## src/rtl/wkr_pkg.sv

```systemverilog
package wkr_pkg;
    localparam int NSRC  = 11;
    localparam int NUART = 2;

    localparam int S_EXT0  = 0;
    localparam int S_EXT1  = 1;
    localparam int S_GPIO  = 2;
    localparam int S_TIMER = 3;
    localparam int S_SDIO  = 4;
    localparam int S_WIFI  = 5;
    localparam int S_UART0 = 6;
    localparam int S_TOUCH = 8;
    localparam int S_COP   = 9;
    localparam int S_BT    = 10;

    typedef logic [NSRC-1:0] src_vec_t;

    typedef enum logic [1:0] {
        MODE_AWAKE = 2'd0,
        MODE_LIGHT = 2'd1,
        MODE_DEEP  = 2'd2,
        MODE_HIBER = 2'd3
    } slp_mode_e;

    localparam src_vec_t UART_MASK = src_vec_t'(11'h0C0);

    typedef struct packed {
        logic     refuse;
        src_vec_t cause;
    } refusal_t;

    function automatic src_vec_t mode_allow(slp_mode_e m);
        src_vec_t v;
        case (m)
            MODE_LIGHT: v = '1;
            MODE_DEEP:  v = src_vec_t'(11'h30F);
            MODE_HIBER: v = src_vec_t'(11'h00A);
            default:    v = '0;
        endcase
        return v;
    endfunction
endpackage

```

## src/rtl/ext_pad_detect.sv

```systemverilog
module ext_pad_detect #(
    parameter int EXT0_N = 32,
    parameter int EXT1_N = 18,
    localparam int SELW  = $clog2(EXT0_N)
) (
    input  logic [EXT0_N-1:0] ext0_pads,
    input  logic [SELW-1:0]   ext0_sel,
    input  logic              ext0_pol,
    input  logic [EXT1_N-1:0] ext1_pads,
    input  logic [EXT1_N-1:0] ext1_map,
    input  logic              ext1_pol,
    output logic              ext0_hit,
    output logic              ext1_hit
);
    logic [EXT1_N-1:0] picked;
    logic              any_high;
    logic              all_low;

    always_comb begin
        ext0_hit = (ext0_pads[ext0_sel] == ext0_pol);
        picked   = ext1_pads & ext1_map;
        any_high = |picked;
        all_low  = (ext1_map != '0) && (picked == '0);
        ext1_hit = ext1_pol ? any_high : all_low;
    end
endmodule

```

## src/rtl/uart_edge_cnt.sv

```systemverilog
module uart_edge_cnt #(
    parameter int THR_W = 10,
    localparam int CNT_W = THR_W + 1
) (
    input  logic             clk,
    input  logic             rst,
    input  logic             clr,
    input  logic             run,
    input  logic             rxd,
    input  logic [THR_W-1:0] thresh,
    output logic             reached
);
    logic             rxd_q;
    logic [CNT_W-1:0] cnt;
    logic [CNT_W-1:0] target;

    always_ff @(posedge clk) begin
        if (rst) begin
            rxd_q <= 1'b0;
            cnt   <= '0;
        end else begin
            rxd_q <= rxd;
            if (clr)
                cnt <= '0;
            else if (run && rxd && !rxd_q && cnt != '1)
                cnt <= cnt + 1'b1;
        end
    end

    assign target  = {1'b0, thresh} + CNT_W'(2);
    assign reached = (cnt >= target);


    cnt_step_chk: assert property (@(posedge clk) disable iff (rst)
        !clr |=> (cnt >= $past(cnt)) && ((cnt - $past(cnt)) <= CNT_W'(1)));
endmodule

```

## src/rtl/wake_reject_ctrl.sv

```systemverilog
module wake_reject_ctrl
    import wkr_pkg::*;
#(
    parameter int EXT0_N = 32,
    parameter int EXT1_N = 18,
    parameter int THR_W  = 10,
    localparam int SELW  = $clog2(EXT0_N)
) (
    input  logic              clk,
    input  logic              rst,
    input  logic [NSRC-1:0]   wake_en,
    input  logic [1:0]        sleep_mode,
    input  logic              sleep_req,
    input  logic              rej_light_en,
    input  logic              rej_deep_en,
    input  logic [EXT0_N-1:0] ext0_pads,
    input  logic [SELW-1:0]   ext0_sel,
    input  logic              ext0_pol,
    input  logic [EXT1_N-1:0] ext1_pads,
    input  logic [EXT1_N-1:0] ext1_map,
    input  logic              ext1_pol,
    input  logic [NUART-1:0]  uart_rxd,
    input  logic [THR_W-1:0]  uart_thresh,
    input  logic              gpio_evt,
    input  logic              timer_evt,
    input  logic              sdio_evt,
    input  logic              wifi_evt,
    input  logic              touch_evt,
    input  logic              cop_evt,
    input  logic              bt_evt,
    output logic              asleep,
    output logic              wake,
    output logic [NSRC-1:0]   wake_cause,
    output logic              reject,
    output logic [NSRC-1:0]   reject_cause
);
    logic             ext0_hit, ext1_hit;
    logic [NUART-1:0] uart_hit;
    src_vec_t         raw, hit;
    slp_mode_e        mode_q, req_mode;
    logic             asleep_q, req_ok, rej_on, enter_sleep;
    refusal_t         ref_chk;

    ext_pad_detect #(.EXT0_N(EXT0_N), .EXT1_N(EXT1_N)) u_pads (
        .ext0_pads(ext0_pads), .ext0_sel(ext0_sel), .ext0_pol(ext0_pol),
        .ext1_pads(ext1_pads), .ext1_map(ext1_map), .ext1_pol(ext1_pol),
        .ext0_hit(ext0_hit), .ext1_hit(ext1_hit)
    );

    for (genvar u = 0; u < NUART; u++) begin : g_uart
        uart_edge_cnt #(.THR_W(THR_W)) u_cnt (
            .clk(clk), .rst(rst), .clr(enter_sleep), .run(asleep_q),
            .rxd(uart_rxd[u]), .thresh(uart_thresh), .reached(uart_hit[u])
        );
    end

    always_comb begin
        raw          = '0;
        raw[S_EXT0]  = ext0_hit;
        raw[S_EXT1]  = ext1_hit;
        raw[S_GPIO]  = gpio_evt;
        raw[S_TIMER] = timer_evt;
        raw[S_SDIO]  = sdio_evt;
        raw[S_WIFI]  = wifi_evt;
        raw[S_UART0 +: NUART] = uart_hit;
        raw[S_TOUCH] = touch_evt;
        raw[S_COP]   = cop_evt;
        raw[S_BT]    = bt_evt;
    end

    always_comb begin
        hit           = raw & wake_en & mode_allow(mode_q);
        req_mode      = slp_mode_e'(sleep_mode);
        req_ok        = sleep_req && !asleep_q && (req_mode != MODE_AWAKE);
        rej_on        = (req_mode == MODE_LIGHT) ? rej_light_en : rej_deep_en;
        ref_chk.cause = raw & wake_en & mode_allow(req_mode) & ~UART_MASK;
        ref_chk.refuse = req_ok && rej_on && (ref_chk.cause != '0);
        enter_sleep   = req_ok && !ref_chk.refuse;
    end

    always_ff @(posedge clk) begin
        if (rst) begin
            asleep_q     <= 1'b0;
            mode_q       <= MODE_AWAKE;
            wake         <= 1'b0;
            wake_cause   <= '0;
            reject       <= 1'b0;
            reject_cause <= '0;
        end else begin
            wake   <= 1'b0;
            reject <= 1'b0;
            if (asleep_q) begin
                if (hit != '0) begin
                    wake       <= 1'b1;
                    wake_cause <= hit;
                    asleep_q   <= 1'b0;
                end
            end else if (ref_chk.refuse) begin
                reject       <= 1'b1;
                reject_cause <= ref_chk.cause;
            end else if (enter_sleep) begin
                asleep_q     <= 1'b1;
                mode_q       <= req_mode;
                reject_cause <= '0;
            end
        end
    end

    assign asleep = asleep_q;


    wake_ends_sleep_chk: assert property (@(posedge clk) disable iff (rst)
        wake |-> !asleep_q && $past(asleep_q));

    wake_cause_legal_chk: assert property (@(posedge clk) disable iff (rst)
        wake |-> (wake_cause != '0) && ((wake_cause & ~mode_allow(mode_q)) == '0));

    reject_no_uart_chk: assert property (@(posedge clk) disable iff (rst)
        reject |-> (reject_cause & UART_MASK) == '0);

    reject_stays_awake_chk: assert property (@(posedge clk) disable iff (rst)
        reject |-> !asleep_q && !$past(asleep_q) && !wake);

    reject_gated_chk: assert property (@(posedge clk) disable iff (rst)
        reject |-> (($past(sleep_mode) == 2'd1) ? $past(rej_light_en) : $past(rej_deep_en)));

    req_asleep_ignored_chk: assert property (@(posedge clk) disable iff (rst)
        (asleep_q && sleep_req && hit == '0) |=> asleep_q && !reject);
endmodule

```

## config.mk

```make
export PLATFORM = sky130hd
export DESIGN_NAME = wake_reject_ctrl
export DESIGN_NICKNAME = d
export VERILOG_FILES = /design/src/rtl/wkr_pkg.sv /design/src/rtl/ext_pad_detect.sv /design/src/rtl/uart_edge_cnt.sv /design/src/rtl/wake_reject_ctrl.sv
export SDC_FILE = /design/constraint.sdc
export NUM_CORES = 1
export LEC_CHECK = 0
export BUFFER_PORTS_ARGS = -buffer_cell sky130_fd_sc_hd__buf_2
export CORE_AREA = 2 2 94 78
export CTS_CLUSTER_DIAMETER = 60
export DETAILED_ROUTE_END_ITERATION = 8
export DIE_AREA = 0 0 96 80
export PLACE_DENSITY = 0.84
export SLEW_MARGIN = 20
export SYNTH_ARGS = -nofsm -noshare
export SYNTH_HDL_FRONTEND = slang
export SYNTH_SLANG_ARGS = --single-unit
```

## constraint.sdc

```tcl
create_clock -name clk -period 5.83 [get_ports clk]
set_clock_uncertainty 0.15 [all_clocks]
set_input_delay 0.8745 -clock clk [delete_from_list [all_inputs] [get_ports clk]]
set_output_delay 0.8745 -clock clk [all_outputs]
set_load 0.01 [all_outputs]
```

# ---- Word level (Yosys, flattened, before mapping)
# Index checks and enable logic that the tools add are counted.
dict set report totals {
  ff_bits 51
  in_bits 112
  output_inout_bits 25
}
dict set report classes {
  n_bitwise 6
  n_reduce_logical 29
  n_eq_ne 9
  muxes 14
  n_lt_le_gt_ge 3
  addsub 3
}
# cell count
set op_table {}
lappend op_table {{one-hot mux 11 bit (3 select lines)} 2}
lappend op_table {{AND 11 bit} 3}
lappend op_table {{adder 11 x 1 -> 11 bit, second input constant} 2}
lappend op_table {{greater-or-equal comparator 11 bit} 2}
lappend op_table {{two-way mux 11 bit} 2}
lappend op_table {{!= test 11 bit, second input constant} 2}
lappend op_table {{nonzero test 11 bit} 2}
lappend op_table {{AND 18 bit} 1}
lappend op_table {{zero test 18 bit} 1}
lappend op_table {{nonzero test 18 bit} 1}
lappend op_table {{OR reduction 18 bit} 1}
lappend op_table {{logical AND 1 bit} 12}
lappend op_table {{adder 10 x 2 -> 11 bit, second input constant} 1}
lappend op_table {{two-way mux 1 bit} 9}
lappend op_table {{== test 2 bit, second input constant} 4}
lappend op_table {{less-than comparator 5 x 6 -> 1 bit, second input constant} 1}
lappend op_table {{OR reduction 2 bit} 3}
lappend op_table {{binary-select mux 1 bit (select 5 bit)} 1}
lappend op_table {{== test 2 x 1 -> 1 bit, second input constant} 2}
lappend op_table {{zero test 1 bit} 4}
lappend op_table {{AND reduction 2 bit} 2}
lappend op_table {{nonzero test 2 bit} 2}
lappend op_table {{AND reduction 3 bit} 1}
lappend op_table {{inverter 1 bit} 2}
lappend op_table {{== test 1 bit} 1}

# ---- Depth between registers and ports, before layout
dict set report logic_depth {
  ltp_word 13
  depth_mapped 12
}

# ---- By module
# Synthesis repeated with hierarchy kept, for this count alone.
dict set report hier_totals {
  hier_cells 422
  hier_area_um2 3632.2
}
# module area_each_um2 instances cells_each
set modules_own_cells {}
lappend modules_own_cells {uart_edge_cnt 967.2 2 111}
lappend modules_own_cells {wake_reject_ctrl 1202.4 1 138}
lappend modules_own_cells {ext_pad_detect 495.5 1 62}

# ---- Worst setup path before layout
# Ideal clock, no wire load.
dict set report synth_timing {
  path_type {input -> register}
  start {input port uart_thresh[1]}
  end {register wake_cause[10]}
  path_buffers 0
  path_stages 10
  setup_slack_ns 2.475
  arrival_ns 3.078
  cell_sequence {ha_1 -> xnor2_1 -> ha_1 -> or3_1 -> o221a_2 -> a211o_1 -> and4b_1 -> o21a_1 -> nor3_4 -> o31ai_1}
}
dict set report synth_between {
  elab_chain_len 6
  word_cells_on_any_way 7
  cone_classes {add/sub (1); order compare (2); bitwise (2); reduce/logical (2)}
}
# item line
set synth_rtl {}
lappend synth_rtl {{start: declaration} wake_reject_ctrl.sv:23} ;# input logic [THR_W-1:0] uart_thresh,
lappend synth_rtl {{adder 10 x 2 -> 11 bit *} uart_edge_cnt.sv:30} ;# assign target = {1'b0, thresh} + CNT_W'(2);
lappend synth_rtl {{greater-or-equal comparator 11 bit} uart_edge_cnt.sv:31} ;# assign reached = (cnt >= target);
lappend synth_rtl {{AND 11 bit * (2 in a row)} wake_reject_ctrl.sv:72} ;# hit = raw & wake_en & mode_allow(mode_q);
lappend synth_rtl {{nonzero test 11 bit *} wake_reject_ctrl.sv:93} ;# if (hit != '0) begin
lappend synth_rtl {{AND reduction 2 bit (no line) *} --}
lappend synth_rtl {{end signal: assignment} wake_reject_ctrl.sv:95} ;# wake_cause <= hit;
lappend synth_rtl {{end: declaration} wake_reject_ctrl.sv:33} ;# output logic [NSRC-1:0] wake_cause,
# Mark *: on every way between the ends. The rest lies on a longest branch, timed or not.
# A chain may end at the register's enable or synchronous reset.

# ---- Worst setup path in the final report
dict set report layout_timing {
  start {input port ext1_map[2]}
  end {register mode_q[0]}
}
dict set report layout_between {
  elab_chain_len 11
  word_cells_on_any_way 14
  cone_classes {mux (1); bitwise (4); reduce/logical (9)}
}
# item line
set layout_rtl {}
lappend layout_rtl {{start: declaration} wake_reject_ctrl.sv:20} ;# input logic [EXT1_N-1:0] ext1_map,
lappend layout_rtl {{AND 18 bit} ext_pad_detect.sv:21} ;# picked = ext1_pads & ext1_map;
lappend layout_rtl {{zero test 18 bit} ext_pad_detect.sv:23} ;# all_low = (ext1_map != '0) && (picked == '0);
lappend layout_rtl {{logical AND 1 bit} ext_pad_detect.sv:23}
lappend layout_rtl {{two-way mux 1 bit *} ext_pad_detect.sv:24} ;# ext1_hit = ext1_pol ? any_high : all_low;
lappend layout_rtl {{AND 11 bit * (2 in a row)} wake_reject_ctrl.sv:76} ;# ref_chk.cause = raw & wake_en & mode_allow(req_mode) & ~UART_MASK;
lappend layout_rtl {{nonzero test 11 bit *} wake_reject_ctrl.sv:77} ;# ref_chk.refuse = req_ok && rej_on && (ref_chk.cause != '0);
lappend layout_rtl {{logical AND 1 bit *} wake_reject_ctrl.sv:77}
lappend layout_rtl {{zero test 1 bit} wake_reject_ctrl.sv:78} ;# enter_sleep = req_ok && !ref_chk.refuse;
lappend layout_rtl {{logical AND 1 bit} wake_reject_ctrl.sv:78}
lappend layout_rtl {{AND reduction 3 bit (no line) *} --}
lappend layout_rtl {{end signal: assignment} wake_reject_ctrl.sv:103} ;# mode_q <= req_mode;
lappend layout_rtl {{end: declaration} wake_reject_ctrl.sv:40} ;# slp_mode_e mode_q, req_mode;
# Marked as above.

==> impl_metrics.json <==
{
  "rows": 27,
  "design_area_um2": 4360,
  "max-cap-violations": 0,
  "h-tree-depth": 2,
  "synth_edf_count": 0,
  "timing.final.crit_share": 0.618,
  "synth_area_um2": 3540,
  "drtAntennaViolNets": 0,
  "drtIter0Drc": 203,
  "cp.arrival_ps": 3690,
  "finalHoldViolations": 0,
  "cts_root_buf": "clkbuf_8",
  "r2r_cells": 8,
  "synth_seq_cells": 49,
  "first_global_vias": 3584,
  "vdd_drop_max_mv": 0.100,
  "cts_buffer_depth": 2,
  "relSlewSlack": 0.353,
  "drc_errors": 0,
  "grt_pass1_wl_um": 16000,
  "global_route.usage.total": 0.260,
  "hp-class": "flop to flop",
  "tritoncts": "yes",
  "drive_gt1_frac": 0.285,
  "pre_cts_slack_ps": 1980,
  "num_vias": 3655,
  "rsz0062_at_grt": "false",
  "antenna_found_initial": 0,
  "ctsHoldBuffers": 0,
  "cts_setup_buffers": 0,
  "layout_min_cycle_time_ps": 3600,
  "clock_latency_ps": 310,
  "tightest_slew_ps": 970,
  "worst_ep_required_time_ps": 5920,
  "drtPass1Iterations": 5,
  "final_common_cell": "buf_2",
  "placed_cell_area_um2": 4230,
  "wl_per_cell_um": 15.0,
  "area_growth_pct": 23.1,
  "via_per_inst": 5.74,
  "fill_cells": 597,
  "path_class": "primary input to flop",
  "cts_sinks": 49,
  "fin_hold_ws_ps": 322,
  "cts_buffers": 5,
  "synth_cell_types": 66,
  "initial_core_util": 0.527,
  "syn_inst": 424,
  "dpl.hpwl_um": 7660,
  "die_y_um": 80,
  "startpoint_type": "primary input",
  "setup_viol": 0,
  "cts.repair.resized": 0,
  "dieArea_um2": 7680,
  "hold_path_depth": 2,
  "overflow": 0,
  "grt_max_degree": 52,
  "postSynth.asyncResetShare": 0,
  "ys_warn_count": 0,
  "core_um2": 6720,
  "cp-end-kind": "flop",
  "io_buffers": 134,
  "setup_tns_ps": 0,
  "yosysSeqAreaShare": 0.277,
  "ios": 137,
  "clk_pin_slew_worst_paths_ps": 90,
  "die_w_um": 96,
  "critPathMaxFanout": 24,
  "avgSynthCellArea_um2": 8.35,
  "p_leak_uw": 0.00197,
  "p_per_area_nw_per_um2": 182,
  "fin_ws_ps": 2230,
  "final_cell_mix": "buf_2, dfxtp_1, nand2_1",
  "nets": 681,
  "drv_slew": 0,
  "place_congestion": 0.916,
  "wl_um": 9550,
  "synth_ff_type": "dfxtp_1",
  "num_antenna_cells": 0,
  "outcome": "finished clean",
  "max_freq_mhz": 278
}
## layer usage
metal  vias up  global-route usage  wire length (um)
met5         -                   0                 0
met4         0              0.0514                85
met3         7              0.0510               594
met2       136               0.469              4840
met1      1691               0.316              4040
li1       1821                   -                 -
## synth_stat cells, types with 2 or more instances
cell	count	share of area
o2111ai_1	2	0.0049
a21oi_1	15	0.021
or2_2	2	0.0035
a221oi_1	4	0.0099
mux2i_1	22	0.062
mux2_2	2	0.0064
xor2_1	16	0.040
or3_1	2	0.0035
buf_4	3	0.0064
ha_1	20	0.071
o211ai_1	4	0.0085
a2111oi_2	2	0.0085
o31ai_1	9	0.019
o31a_1	2	0.0049
a41o_1	2	0.0057
and4_1	3	0.0074
nand2_1	30	0.032
o21a_1	2	0.0042
nor2_1	29	0.031
nand4_1	19	0.034
nand3_1	19	0.027
and2_1	8	0.014
o21ai_0	8	0.011
a22o_1	8	0.020
inv_1	15	0.016
nor3_1	28	0.040
dfxtp_1	49	0.28
a31oi_1	4	0.0071
and3_1	7	0.012
buf_6	3	0.0095
nor4_1	3	0.0053
a32oi_1	2	0.0049
a21boi_0	2	0.0042
xnor2_1	11	0.027
a22oi_1	8	0.017
clkbuf_1	9	0.0095
nor2b_1	12	0.021
nand2b_1	10	0.018
## layout make-up
cell class	instances	area [um^2]	share of cell area
Sequential cell	49	981	0.225
Timing Repair Buffer	134	671	0.154
Clock inverter	3	65.1	0.0149
Multi-Input combinational cell	344	2410	0.553
Tap cell	87	109	0.0250
Clock buffer	5	68.8	0.0158
Inverter	15	56.3	0.0129
## stage by stage
stage | utilization | instances | power (uW)
after global placement | 0.629 | 629 | 507
after global routing | 0.648 | 637 | 830
after CTS | 0.648 | 637 | 794
final | 0.648 | 637 | 791
after floorplan | - | 425 | 450
after detailed placement | 0.629 | 629 | 512
## state kept, by name, summed over array words and instances, names as in the netlist
signal,count
asleep,1
g_uart.u_cnt.cnt,22
reject,1
reject_cause,9
wake,1
g_uart.u_cnt.rxd_q,2
wake_cause,11
mode_q,2
## power breakdown
group	switching [uW]	internal, uW
clock	115	170
combinational	88.8	72.0
sequential	5.91	340
## worst paths after layout
| path | slack, ps | from | endpoint |
|---|---|---|---|
| worst max register to register | 3010 | g_uart[0].u_cnt.cnt[2] | wake_cause[10] |
| worst min-delay path | 320 | wake_cause[1] | wake_cause[1] |
| worst max-delay path | 2230 | ext1_map[2] | mode_q[0] |
| worst min register to register | 320 | wake_cause[1] | wake_cause[1] |
## critical path, cell delays in order
cell,delay (ps)
buf_2,110
or4_1,510
nor3_1,150
a41oi_1,120
nand3_1,120
nand2_1,140
a2111oi_2,550
o31a_1,850
mux2i_1,250
## cell families after synthesis
kind of cell               count (synthesis)  synth area share
adders and majority gates                 22            0.0767
xor gates and xnor gates                  28            0.0731
muxes                                     24            0.0686
and+or+nand+nor                          180             0.271
other                                      1           0.00106
DFF                                       49             0.277
buffers and inverters                     32            0.0438
AOI/OAI and AO/OA                         88             0.189
Note: power is estimated with default switching activity, not from simulation.
